$ cat src/rtl/portCmdPkg.sv
package portCmdPkg;
  localparam int RUN_BIT   = 0;
  localparam int SPIN_BIT  = 1;
  localparam int POWER_BIT = 2;
  localparam int OVR_BIT   = 3;
  localparam int RXEN_BIT  = 4;
  localparam int RXRUN_BIT = 14;
  localparam int PULSE_N   = 4;

  typedef struct packed {
    logic loadRun;
    logic runRise;
    logic loadSpin;
    logic spinRise;
    logic ovrSet;
    logic ovrRelease;
    logic loadRxEn;
    logic rxRunSet;
    logic rxRunClr;
    logic ciClr;
    logic stopHold;
    logic d2hArm;
    logic d2hSeen;
  } ctlStrobes_t;
endpackage

$ cat src/rtl/portCmdCtrl.sv
module portCmdCtrl
  import portCmdPkg::*;
#(
  parameter int REG_W = 32
) (
  input  logic             wrEn,
  input  logic [REG_W-1:0] wrData,
  input  logic             capStagger,
  input  logic             runQ,
  input  logic             spinQ,
  input  logic             ovrQ,
  input  logic             rxEnQ,
  input  logic             stopPendQ,
  input  logic             tfdBusy,
  input  logic             tfdDrq,
  input  logic             engineIdle,
  input  logic             rxIdle,
  input  logic             frameValid,
  input  logic             frameIsD2h,
  output ctlStrobes_t      strobes
);
  logic runFall;
  logic unusedWrBits;

  assign unusedWrBits = ^{wrData[REG_W-1:RXEN_BIT+1], wrData[POWER_BIT]};

  always_comb begin
    strobes          = '0;
    strobes.loadRun  = wrEn;
    strobes.runRise  = wrEn && wrData[RUN_BIT] && !runQ;
    runFall          = wrEn && !wrData[RUN_BIT] && runQ;
    strobes.loadSpin = wrEn && capStagger;
    strobes.spinRise = wrEn && capStagger && wrData[SPIN_BIT] && !spinQ;
    strobes.ovrSet   = wrEn && wrData[OVR_BIT];
    strobes.ovrRelease = ovrQ && !tfdBusy && !tfdDrq;
    strobes.loadRxEn = wrEn;
    strobes.rxRunSet = rxEnQ;
    strobes.rxRunClr = !rxEnQ && rxIdle;
    strobes.ciClr    = ((stopPendQ && !strobes.runRise) || runFall) && engineIdle;
    strobes.stopHold = ((stopPendQ && !strobes.runRise) || runFall) && !engineIdle;
    strobes.d2hArm   = strobes.spinRise;
    strobes.d2hSeen  = frameValid && frameIsD2h;
  end
endmodule

$ cat src/rtl/portCmdRegs.sv
module portCmdRegs
  import portCmdPkg::*;
#(
  parameter int REG_W = 32
) (
  input  logic             clk,
  input  logic             rst,
  input  logic             capStagger,
  input  logic [REG_W-1:0] wrData,
  input  ctlStrobes_t      strobes,
  input  logic             tfdBusy,
  input  logic             tfdDrq,
  input  logic             engineIdle,
  input  logic             rxIdle,
  input  logic             frameValid,
  input  logic             frameIsD2h,
  output logic             runQ,
  output logic             spinQ,
  output logic             ovrQ,
  output logic             rxEnQ,
  output logic             stopPendQ,
  output logic [REG_W-1:0] rdData,
  output logic [PULSE_N-1:0] pulses,
  output logic             frameAccept
);
  logic rxRunQ;
  logic d2hPendQ;
  logic [PULSE_N-1:0] pulseReq;

  always_ff @(posedge clk) begin
    if (rst) begin
      runQ      <= 1'b0;
      spinQ     <= 1'b0;
      ovrQ      <= 1'b0;
      rxEnQ     <= 1'b0;
      rxRunQ    <= 1'b0;
      stopPendQ <= 1'b0;
      d2hPendQ  <= 1'b0;
    end else begin
      if (strobes.loadRun)  runQ  <= wrData[RUN_BIT];
      if (strobes.loadSpin) spinQ <= wrData[SPIN_BIT];
      if (strobes.loadRxEn) rxEnQ <= wrData[RXEN_BIT];
      if (strobes.ovrSet)          ovrQ <= 1'b1;
      else if (strobes.ovrRelease) ovrQ <= 1'b0;
      if (strobes.rxRunSet)      rxRunQ <= 1'b1;
      else if (strobes.rxRunClr) rxRunQ <= 1'b0;
      stopPendQ <= strobes.stopHold;
      if (strobes.d2hArm)       d2hPendQ <= 1'b1;
      else if (strobes.d2hSeen) d2hPendQ <= 1'b0;
    end
  end

  // pulse order: start, link init, clear busy/drq, clear command issue
  assign pulseReq = {strobes.ciClr, strobes.ovrSet, strobes.spinRise, strobes.runRise};

  for (genvar i = 0; i < PULSE_N; i++) begin : g_pulse
    always_ff @(posedge clk) begin
      if (rst) pulses[i] <= 1'b0;
      else     pulses[i] <= pulseReq[i];
    end
  end

  always_comb begin
    rdData            = '0;
    rdData[RUN_BIT]   = runQ;
    rdData[SPIN_BIT]  = capStagger ? spinQ : 1'b1;
    rdData[POWER_BIT] = 1'b1;
    rdData[OVR_BIT]   = ovrQ;
    rdData[RXEN_BIT]  = rxEnQ;
    rdData[RXRUN_BIT] = rxRunQ;
  end

  assign frameAccept = frameValid && (rxEnQ || (frameIsD2h && d2hPendQ));

  p_start_edge_r2: assert property (@(posedge clk) disable iff (rst)
    pulses[0] |-> (runQ && !$past(runQ)));
  p_ci_after_idle_r3: assert property (@(posedge clk) disable iff (rst)
    pulses[3] |-> ($past(engineIdle) && !runQ));
  p_link_edge_r4: assert property (@(posedge clk) disable iff (rst)
    pulses[1] |-> (spinQ && !$past(spinQ)));
  p_strap_off_r5: assert property (@(posedge clk) disable iff (rst)
    !capStagger |-> !pulses[1]);
  p_ovr_release_r7: assert property (@(posedge clk) disable iff (rst)
    $fell(ovrQ) |-> $past(!tfdBusy && !tfdDrq));
  p_rxrun_drop_r10: assert property (@(posedge clk) disable iff (rst)
    $fell(rxRunQ) |-> $past(!rxEnQ && rxIdle));
  p_rxrun_rise_r10: assert property (@(posedge clk) disable iff (rst)
    $rose(rxRunQ) |-> $past(rxEnQ));
  p_start_once_r11: assert property (@(posedge clk) disable iff (rst)
    pulses[0] |=> !pulses[0]);
  p_link_once_r11: assert property (@(posedge clk) disable iff (rst)
    pulses[1] |=> !pulses[1]);
endmodule

$ cat src/rtl/portCmdCtl.sv
module portCmdCtl
  import portCmdPkg::*;
#(
  parameter int REG_W = 32
) (
  input  logic             clk,
  input  logic             rst,
  input  logic             capStagger,
  input  logic             wrEn,
  input  logic [REG_W-1:0] wrData,
  output logic [REG_W-1:0] rdData,
  input  logic             tfdBusy,
  input  logic             tfdDrq,
  input  logic             engineIdle,
  input  logic             rxIdle,
  input  logic             frameValid,
  input  logic             frameIsD2h,
  output logic             frameAccept,
  output logic             startAtSlot0,
  output logic             linkInitReq,
  output logic             clearBusyDrq,
  output logic             clearCmdIssue,
  output logic             cmdFetchEn,
  output logic             rxPostEn
);
  ctlStrobes_t strobes;
  logic runQ, spinQ, ovrQ, rxEnQ, stopPendQ;
  logic [PULSE_N-1:0] pulses;

  portCmdCtrl #(.REG_W(REG_W)) uCtrl (
    .wrEn(wrEn), .wrData(wrData), .capStagger(capStagger),
    .runQ(runQ), .spinQ(spinQ), .ovrQ(ovrQ), .rxEnQ(rxEnQ),
    .stopPendQ(stopPendQ), .tfdBusy(tfdBusy), .tfdDrq(tfdDrq),
    .engineIdle(engineIdle), .rxIdle(rxIdle), .frameValid(frameValid),
    .frameIsD2h(frameIsD2h), .strobes(strobes)
  );

  portCmdRegs #(.REG_W(REG_W)) uRegs (
    .clk(clk), .rst(rst), .capStagger(capStagger), .wrData(wrData),
    .strobes(strobes), .tfdBusy(tfdBusy), .tfdDrq(tfdDrq),
    .engineIdle(engineIdle), .rxIdle(rxIdle), .frameValid(frameValid),
    .frameIsD2h(frameIsD2h), .runQ(runQ), .spinQ(spinQ), .ovrQ(ovrQ),
    .rxEnQ(rxEnQ), .stopPendQ(stopPendQ), .rdData(rdData),
    .pulses(pulses), .frameAccept(frameAccept)
  );

  assign startAtSlot0  = pulses[0];
  assign linkInitReq   = pulses[1];
  assign clearBusyDrq  = pulses[2];
  assign clearCmdIssue = pulses[3];
  assign cmdFetchEn    = runQ;
  assign rxPostEn      = rxEnQ;
endmodule

$ cat config.mk
export PLATFORM = sky130hd
export DESIGN_NAME = portCmdCtl
export DESIGN_NICKNAME = d
export VERILOG_FILES = /design/src/rtl/portCmdPkg.sv /design/src/rtl/portCmdCtrl.sv /design/src/rtl/portCmdRegs.sv /design/src/rtl/portCmdCtl.sv
export SDC_FILE = /design/constraint.sdc
export NUM_CORES = 1
export LEC_CHECK = 0
export ABC_AREA = 0
export BUFFER_PORTS_ARGS = -buffer_cell sky130_fd_sc_hd__buf_2
export CAP_MARGIN = 10
export CORE_MARGIN = 2
export CORE_UTILIZATION = 28
export CTS_CLUSTER_SIZE = 10
export DETAILED_ROUTE_END_ITERATION = 7
export PLACE_DENSITY_LB_ADDON = 0.05
export RECOVER_POWER = 100
export SLEW_MARGIN = 10
export SYNTH_ARGS = -nofsm -noshare
export SYNTH_HDL_FRONTEND = slang
export SYNTH_SLANG_ARGS = --single-unit
$ cat constraint.sdc
create_clock -name clk -period 0.82 [get_ports clk]
set_input_delay 0.123 -clock clk [delete_from_list [all_inputs] [get_ports clk]]
set_output_delay 0.123 -clock clk [all_outputs]
set_load 0.05 [all_outputs]
* Word-level counts from Yosys, hierarchy flattened
Index checks and enable logic that the tools add are counted.
Storage, ports and cells: bits in registers 11, input bits 42, output and inout bits 39, word-level logic and storage cells 48
Cells by class: muxes and demuxes 7, reductions and logical operators 30
Operators with widths (number):
- 1-bit logical AND | 17
- 1-bit logical NOT | 8
- 1-bit two-way mux | 7
- 2-bit nonzero test | 3
- 1-bit logical OR | 2

* Longest topological paths before layout
Gate-level depths: netlist of the first run.
word-level depth 6, mapped depth 3

* By module
A second synthesis of the first run with hierarchy kept.
Second synthesis, totals: cell total of the unflattened synthesis 86, area total of the unflattened synthesis 760.7 µm²
Modules (own cells, without submodules):
- portCmdRegs | instances 1, cells an instance 68, area an instance 638.1 µm², seq. area each 220.2 µm²
- portCmdCtrl | instances 1, cells an instance 18, area an instance 122.6 µm², seq. area each 0.0 µm²

* Least setup slack after synthesis of the first run
Ideal clock, no wire load.
kind reg2out, start register uRegs.rxEnQ, end output port frameAccept, arrival 1.455 ns, data required time 0.697 ns, setup slack -0.758 ns, stages on the path, launching flop included 3, path buffers 0, path through dfxtp_1 -> a21oi_1 -> nor2b_1
Between the ends: cells in the longest elaborated chain, start to end 2
Ends and longest elaborated chain:
- start: declaration | RTL line portCmdRegs.sv:20 | output logic rxEnQ,
- start signal: assignment | RTL line portCmdRegs.sv:42 | if (strobes.loadRxEn) rxEnQ <= wrData[RXEN_BIT];
- 1-bit logical OR | RTL line portCmdRegs.sv:73 | assign frameAccept = frameValid && (rxEnQ || (frameIsD2h && d2hPendQ));
- 1-bit logical AND | RTL line portCmdRegs.sv:73
- end: declaration | RTL line portCmdCtl.sv:18 | output logic frameAccept,
Every way passes these cells.

* Worst setup path after layout of the first run
Same ends and word-level chain as after synthesis.

==> results list, run 1 <==
* Maximum ir drop on the vdd rail: about 0.00063 V
- Pin placement for this block handled 81 I/O pins.
- Crit path capture: frameAccept
- The final reports fail on negative setup slack.
- Overall Global Routing Usage: a little under 8%
- Static leakage: between 0.4 and 0.5 nW
- Count of final max-slew check failures: 0
* Share of post-route cells with drive strength above 1: 49.5%
- Total setup violations reported at the end of the flow: 16
- GP Congestion: 0.703
- Along the worst hold path, the cell count comes to 2.
- Mean cell area of the mapped netlist: 8.54 sq um
* # Max-Cap Violations: 0
- After technology mapping, the gate count stands at 74.
- For this design the ratio of total power to cell area is around 1700 nW/um^2.
* Pin count of the biggest net entering global routing: 7
* Kind of end point of the critical path: output port
- Worst reg2reg path depth: 4
- Total wire length: 1100 microns
* Worst Path Class, Setup: flop to output port
* Final ANT Viol Nets: 0
- The number of global-route vias before repair was around 360.
* Final period utilization: 129%
- Setup repair after global routing could not meet its margin everywhere.
- The total overflow left after global routing is 0.
* Wirelength per Cell: 8.24 microns
- Seq/Total Area, Yosys: between 30% and 40%
* Total Neg Setup Slack: -1460 ps
* Starting utilization of the core area: 29.1%
- The min-delay analysis places its worst path in the category input port to flop.
- Clk buf depth: 2
- The detailed router used layers up to and including met4.
* Setup skew after layout: roughly 2.2 ps
* Master cell of the clock root buffer: sky130_fd_sc_hd__clkbuf_4
- The clock reaches the later pin of the worst-skew pair after around 260 ps.
- STA classifies the critical path startpoint as a flop.
- The worst register-to-register path begins at uRegs.rxEnQ.
- Dpl cells: 125
- Met1 routed wirelength after detailed routing: roughly 440 microns
- Run status: finished, violations left
- CTS built an H-tree with a depth of 1.
* Core utilization of the finished layout: between 40% and 50%
* Data arrival time of the critical path: 930 ps
- Final Hold Violating Endpoints: 0
- Yosys printed 0 warnings.
- First-pass iteration count of the detailed router: 4
- Length of routed met2 wiring: 544 microns
* Via/cell ratio: roughly 3.6
- Count of inserted antenna diode cells: 0
* Cts-stage hold buffer count: 0
* Port buffer count: 25
- Hold_ws: 52.4 ps
- Growth of design area from synthesis to finish: 45.3%
- Clock slew seen by the registers of the worst setup and hold paths: roughly 70 ps
* Minimum period implied by the final worst setup slack: around 1100 ps
- Summed over all nets, the half-perimeter wirelength after detailed placement is 895 microns.
- The endpoint identified for the worst register-to-register timing path is uRegs.rxEnQ.
- Once routing completed, OpenROAD measured the worst setup slack at -234 ps.
- For this run, design rule violations remaining after detail routing come to 0.
- Fin area: around 920 sq um
- Number of DRC markers after the initial detailed-route iteration: 6
* Wire length of the first global-routing pass: approximately 1500 microns
- Hold_sp: engineIdle
- STA puts the critical path data required time at 700 ps.
* Vias after detailed routing: just under 500
- The initial antenna violation count is 0.
- Number of nets in the layout: 148
* Chip height: between 50 and 60 microns
- Timing would allow up to between 900 and 1000 MHz.
- Synthesized cell area: 632 sq um
* CTS tree: done
- Met3 wire len: around 83 microns
- Chip Width: between 50 and 60 microns
- Critical path peak fanout: 3
- Launch point of the worst path: uRegs.rxEnQ
- Post-synthesis sequential element count: 11
- Sinks on the clock net: 11
- Count of distinct cell types in the synthesized netlist: 19
- The floorplan step defined a die boundary enclosing roughly 2700 sq um.
* Core area: approximately 2200 sq um
- Core Rows: 17
* Register-to-Register Setup Slack: -80 ps
* Number of clock buffers inserted by TritonCTS: 3
* Post-place instance area: ~700 sq um
- After the flow finishes, the layout carries non-filler instances totaling approximately 130.
logic make-up after synthesis:
group           share of synthesized area, %
buf+inv                                 38.0
simple gates                            15.8
other cells                             1.19
compound gates                          8.51
mux                                     1.58
flops                                   34.9
cell type report:
type	count	area, sq um
inverters	2	7.51
repair buffers	33	302
well taps	28	35.0
clock buffers	4	26.3
fillers	233	1250
multi-input cells	55	315
flip-flops and latches	11	233
cells in the final DEF (no fill, tap or decap), drive strengths merged:
master,n
nand2b,3
nand2,6
clkbuf,4
buf,33
conb,27
mux2i,1
nand3,1
a21oi,5
and4b,1
and3b,1
a31o,1
a211oi,1
o21ai,1
o211ai,1
nor2b,3
dfxtp,11
inv,2
nor2,2
and2,1
worst min path at each step:
| stage | to | slack (ps) |
|---|---|---|
| after floorplan | uRegs.runQ | 180 |
| final | uRegs.stopPendQ | 50 |
| after CTS | uRegs.stopPendQ | 50 |
| after global routing | uRegs.stopPendQ | 40 |
| after global placement | uRegs.stopPendQ | 320 |
| after detailed placement | uRegs.stopPendQ | 330 |
cells in the mapped netlist:
library cell	count	share of area, %
sky130_fd_sc_hd__dfxtp_1	11	35
sky130_fd_sc_hd__nand2b_1	3	3.0
sky130_fd_sc_hd__nand2_1	6	3.6
sky130_fd_sc_hd__mux2i_1	1	1.6
sky130_fd_sc_hd__and2_1	1	0.99
sky130_fd_sc_hd__buf_4	31	37
sky130_fd_sc_hd__conb_1	2	1.2
sky130_fd_sc_hd__nor2b_1	2	2.0
sky130_fd_sc_hd__a21oi_1	5	4.0
sky130_fd_sc_hd__a211oi_1	1	1.2
sky130_fd_sc_hd__and3b_1	1	1.4
sky130_fd_sc_hd__nand3_1	1	0.79
sky130_fd_sc_hd__and4b_1	1	1.6
sky130_fd_sc_hd__o21ai_1	1	0.79
sky130_fd_sc_hd__o211ai_1	1	1.2
sky130_fd_sc_hd__nor2b_2	1	1.4
sky130_fd_sc_hd__inv_1	2	1.2
sky130_fd_sc_hd__nor2_1	2	1.2
sky130_fd_sc_hd__a31o_1	1	1.4
metrics by stage:
step,power [mW],setup slack [ps]
2_1_floorplan,1.12,-87.9
3_3_place_gp,1.10,-94.4
3_5_place_dp,1.10,-93.4
4_1_cts,1.54,-251
5_1_grt,1.61,-271
6_report,1.54,-234
report_power, final:
group / switching [mW] / leakage, nW / internal, mW
Sequential: 0.0204 / 0.0936 / 0.558
Clock: 0.169 / 0.0150 / 0.188
Combinational: 0.446 / 0.349 / 0.157
Total: 0.635 / 0.457 / 0.903
per-layer routing:
| layer | vias to the layer above | GRT usage (%) |
|---|---|---|
| met4 | 0 | 5.26 |
| met1 | 210 | 9.29 |
| met3 | 4 | 2.01 |
| met2 | 26 | 12.4 |
| met5 | - | 0 |
| li1 | 244 | - |
worst max-delay path: stages (launching register included):
cell and delay (ps):
sky130_fd_sc_hd__dfxtp_4 350, sky130_fd_sc_hd__a21oi_4 120, sky130_fd_sc_hd__nor2b_4 50, sky130_fd_sc_hd__buf_6 140
repair_timing:
| action | 4_1_cts | 5_1_grt |
|---|---|---|
| endpoints found under the setup margin | 13 | 17 |
| setup buffers | 3 | 1 |
| pin swaps | 0 | 1 |
| gates resized for setup | 42 | 7 |
state kept, by name (all words and copies together), names as in the netlist:
signal / cells
uRegs.stopPendQ: 1
uRegs.ovrQ: 1
uRegs.rxEnQ: 1
uRegs.runQ: 1
uRegs.pulses: 4
uRegs.spinQ: 1
uRegs.rxRunQ: 1
uRegs.d2hPendQ: 1
No activity file was read; power rests on OpenSTA's default activity.
==> inputs of run 2 (changes only) <==
==> constraint.sdc (replaced) <==
create_clock -name clk -period 0.9 [get_ports clk]
set_input_delay 0.135 -clock clk [delete_from_list [all_inputs] [get_ports clk]]
set_output_delay 0.135 -clock clk [all_outputs]
set_load 0.05 [all_outputs]
==> results list, run 2 (synthesis gave the netlist of run 1 again) <==
- The source-to-sink clock delay at the later pin of the worst-skew pair was 260 ps (about the same).
- The launch point of the worst reg-to-reg path is uRegs.spinQ (was uRegs.rxEnQ).
* Run status: finished, violations left (unchanged)
* Minimum period implied by the final worst setup slack: roughly 1100 ps
- Wire length of the first global-routing pass: 1540 microns (was 1510 microns)
- Pin count of the biggest net entering global routing: 7 (unchanged)
- Fin area: 880 sq um (was 918 sq um)
- Core Rows: 17 (unchanged)
- Post-place instance area: 686 sq um (was 712 sq um)
- Master cell of the clock root buffer: sky130_fd_sc_hd__clkbuf_4 (unchanged)
- Power density over the cells: 1590 nW/um^2 (was 1680 nW/um^2)
- Final Hold Violating Endpoints: 0 (unchanged)
- Core area: 2170 sq um (unchanged)
- Endpoint, Worst Hold: uRegs.stopPendQ (unchanged)
- The post-route clock skew is 7.67 ps (was 2.18 ps).
* CTS tree: done (unchanged)
- The H-tree depth reported by CTS was 1 (unchanged).
- Cts-stage hold buffer count: 0 (unchanged)
- Vias after detailed routing: 477 (was 484)
- Timing-limited maximum frequency: 933 MHz
- Final period utilization: 119%
- Number of antenna violations at the first check in global routing: 0 (unchanged)
* Count of final max-slew check failures: 0 (unchanged)
* Vias in the first global route: 365 (was 363)
- First-pass iteration count of the detailed router: 3 (was 4)
- Cell breakdown of the critical path: a21oi_4 > nor2b_4 > buf_8 (was a21oi_4 > nor2b_4 > buf_6).
- Met3 global-route usage: 3.45% (was 2.01%)
- Overall Global Routing Usage: 8.37% (was 7.84%)
- Routing usage on met1: 9.61% (was 9.29%)
* Port buffer count: 25 (unchanged)
- The routed wire length is 1160 microns (was 1100 microns).
- Via/cell ratio: 3.64 (about the same)
- The signal arrival time at the worst endpoint was 940 ps (was 930 ps).
* Number of cells in the finished layout apart from fillers: 131 (was 133)
* Commonest non-fill, non-tap cells in the layout: sky130_fd_sc_hd__conb_1, sky130_fd_sc_hd__buf_2, sky130_fd_sc_hd__buf_8, sky130_fd_sc_hd__dfxtp_2 (was sky130_fd_sc_hd__conb_1, sky130_fd_sc_hd__buf_2, sky130_fd_sc_hd__buf_8)
* Critical path required time: 760 ps (was 700 ps)
* Min-delay worst type: input port to flop (unchanged)
* Clock slew seen by the registers of the worst setup and hold paths: 70 ps (about the same)
- The deepest clock path buffer count is 2 (unchanged).
- The start point of the worst hold path is engineIdle (unchanged).
* Sinks on the clock net: 11 (unchanged)
- Worst reg2reg path depth: 2 (was 4)
* Remaining global-route overflow: 0 (unchanged)
- The area of the die came to 2650 sq um (unchanged).
- Kind of end point of the critical path: output port (unchanged)
- Wirelength per Cell: 8.87 microns (was 8.24 microns)
- Critical path peak fanout: 2 (was 3)
* Count of inserted antenna diode cells: 0 (unchanged)
* Crit start category: flop (unchanged)
- Worst Path Class, Setup: flop to output port (unchanged)
- The flip-flop count of the largest register, all copies and words added was 4 (unchanged).
* Number of DRC markers after the initial detailed-route iteration: 2 (was 6)
- Number of remaining DRC errors: 0 (unchanged)
- Unrepaired setup endpoints after global routing: true (unchanged).
- The hold path depth was 2 (unchanged).
- The post-detailed-route count of antenna-violating nets was 0 (unchanged).
* Highest-utilization routing layer at the global route stage: met2 (unchanged)
- The fill cell instance count of the final layout is 230 (was 233).
- Total setup violations reported at the end of the flow: 6 (was 16)
* Critical path buffers and inverters: 1 (unchanged)
- The area overhead of the layout relative to synthesis was 39.2% (was 45.3%).
- The total number of nets in the final design is 146 (was 148).
* Largest Register: uRegs.pulses (unchanged)
- Chip Width: 51.5 microns (unchanged)
* Setup slack of the critical path after layout: -172 ps (was -234 ps)
- The most frequent standard cell in the layout excluding fill and tap cells was sky130_fd_sc_hd__conb_1 (unchanged).
- The number of maximum-capacitance constraint violations is 0 (unchanged).
* GP Congestion: 0.669 (was 0.703)
- The number of placed cells counting well taps came to 124 (was 125).
* Maximum ir drop on the vdd rail: 0.000719 V (was 0.000635 V)
* Share of post-route cells with drive strength above 1: 45.6% (was 49.5%)
- The delay of the slowest critical-path stage is 340 ps (was 350 ps).
- Static leakage: 0.445 nW (was 0.457 nW)
- Top cell family by delay on the critical path: flip-flops (unchanged)
- Sequential cell area: 234 sq um (was 233 sq um)
- The initial core utilization was 29.1% (unchanged).
- The y dimension of the die came to 51.5 microns (unchanged).
* Multi-input combinational cell area: 294 sq um (was 315 sq um)
- The detailed-placement wirelength estimate came to 865 microns (was 895 microns).
- The total I/O pin count was 81 (unchanged).
- The endpoint of the most critical register-to-register path is uRegs.d2hPendQ (was uRegs.rxEnQ).
* Met2 track utilization from global routing: 12.2% (was 12.4%)
* Crit path max-delay cell type: sky130_fd_sc_hd__dfxtp_2 (was sky130_fd_sc_hd__dfxtp_4)
- Register-to-Register Setup Slack: 40 ps (was -80 ps)
- Failing checks: negative setup slack (unchanged).
* Number of clock buffers inserted by TritonCTS: 3 (unchanged)
## run 2: changes by cell type in the layout (fill, tap and decap cells not counted), moves of 2 or more
cell | previous run | this run
sky130_fd_sc_hd__buf_4 | 7 | 4
sky130_fd_sc_hd__buf_6 | 3 | 6
sky130_fd_sc_hd__a21oi_1 | 2 | 4
sky130_fd_sc_hd__a21oi_2 | 2 | 0
sky130_fd_sc_hd__buf_8 | 10 | 8
## run 2: metal layers
layer	part of all wire, %	vias to the layer above
met5	0	-
met4	0.95	0
met3	10	2
met2	50	29
met1	39	209
li1	-	237
## run 2: stage by stage
stage	worst slack (ps)	power (mW)	setup TNS, ps	hold slack (ps)	util, %
2_1_floorplan	-150	1.01	-150	197	-
3_3_place_gp	-27.9	0.990	-31.9	331	31.6
3_5_place_dp	-30.1	0.991	-36.7	323	31.6
4_1_cts	-200	1.38	-551	41.3	38.5
5_1_grt	-209	1.47	-942	38.5	40.5
6_report	-172	1.39	-561	47.1	40.5
## run 2: timing repair
item / in CTS / in global routing
resized for setup: 35 / 12
setup buffers: 2 / 1
pin swaps: 1 / 1
setup endpoints to repair: 12 / 14
## run 2: final cells by class
| type | instances | area share [%] |
|---|---|---|
| Clock buffer | 4 | 2.99 |
| Tap cell | 28 | 3.98 |
| Sequential cell | 11 | 26.6 |
| Timing Repair Buffer | 31 | 32.1 |
| Multi-Input combinational cell | 55 | 33.4 |
| Inverter | 2 | 0.853 |
## run 2: worst max path at each step
stage                              start             end  slack, ps  cells past startpoint
final                     uRegs.d2hPendQ     frameAccept       -170                      3
after global routing         uRegs.rxEnQ     frameAccept       -210                      3
after CTS                 uRegs.d2hPendQ     frameAccept       -200                      3
after detailed placement            wrEn  uRegs.d2hPendQ        -30                      4
after global placement              wrEn  uRegs.d2hPendQ        -30                      4
after floorplan              uRegs.rxEnQ     frameAccept       -150                      2
## run 2: report_power, final
part,internal [mW],switching (mW)
sequential,0.509,0.0184
clock,0.171,0.161
combinational,0.133,0.401
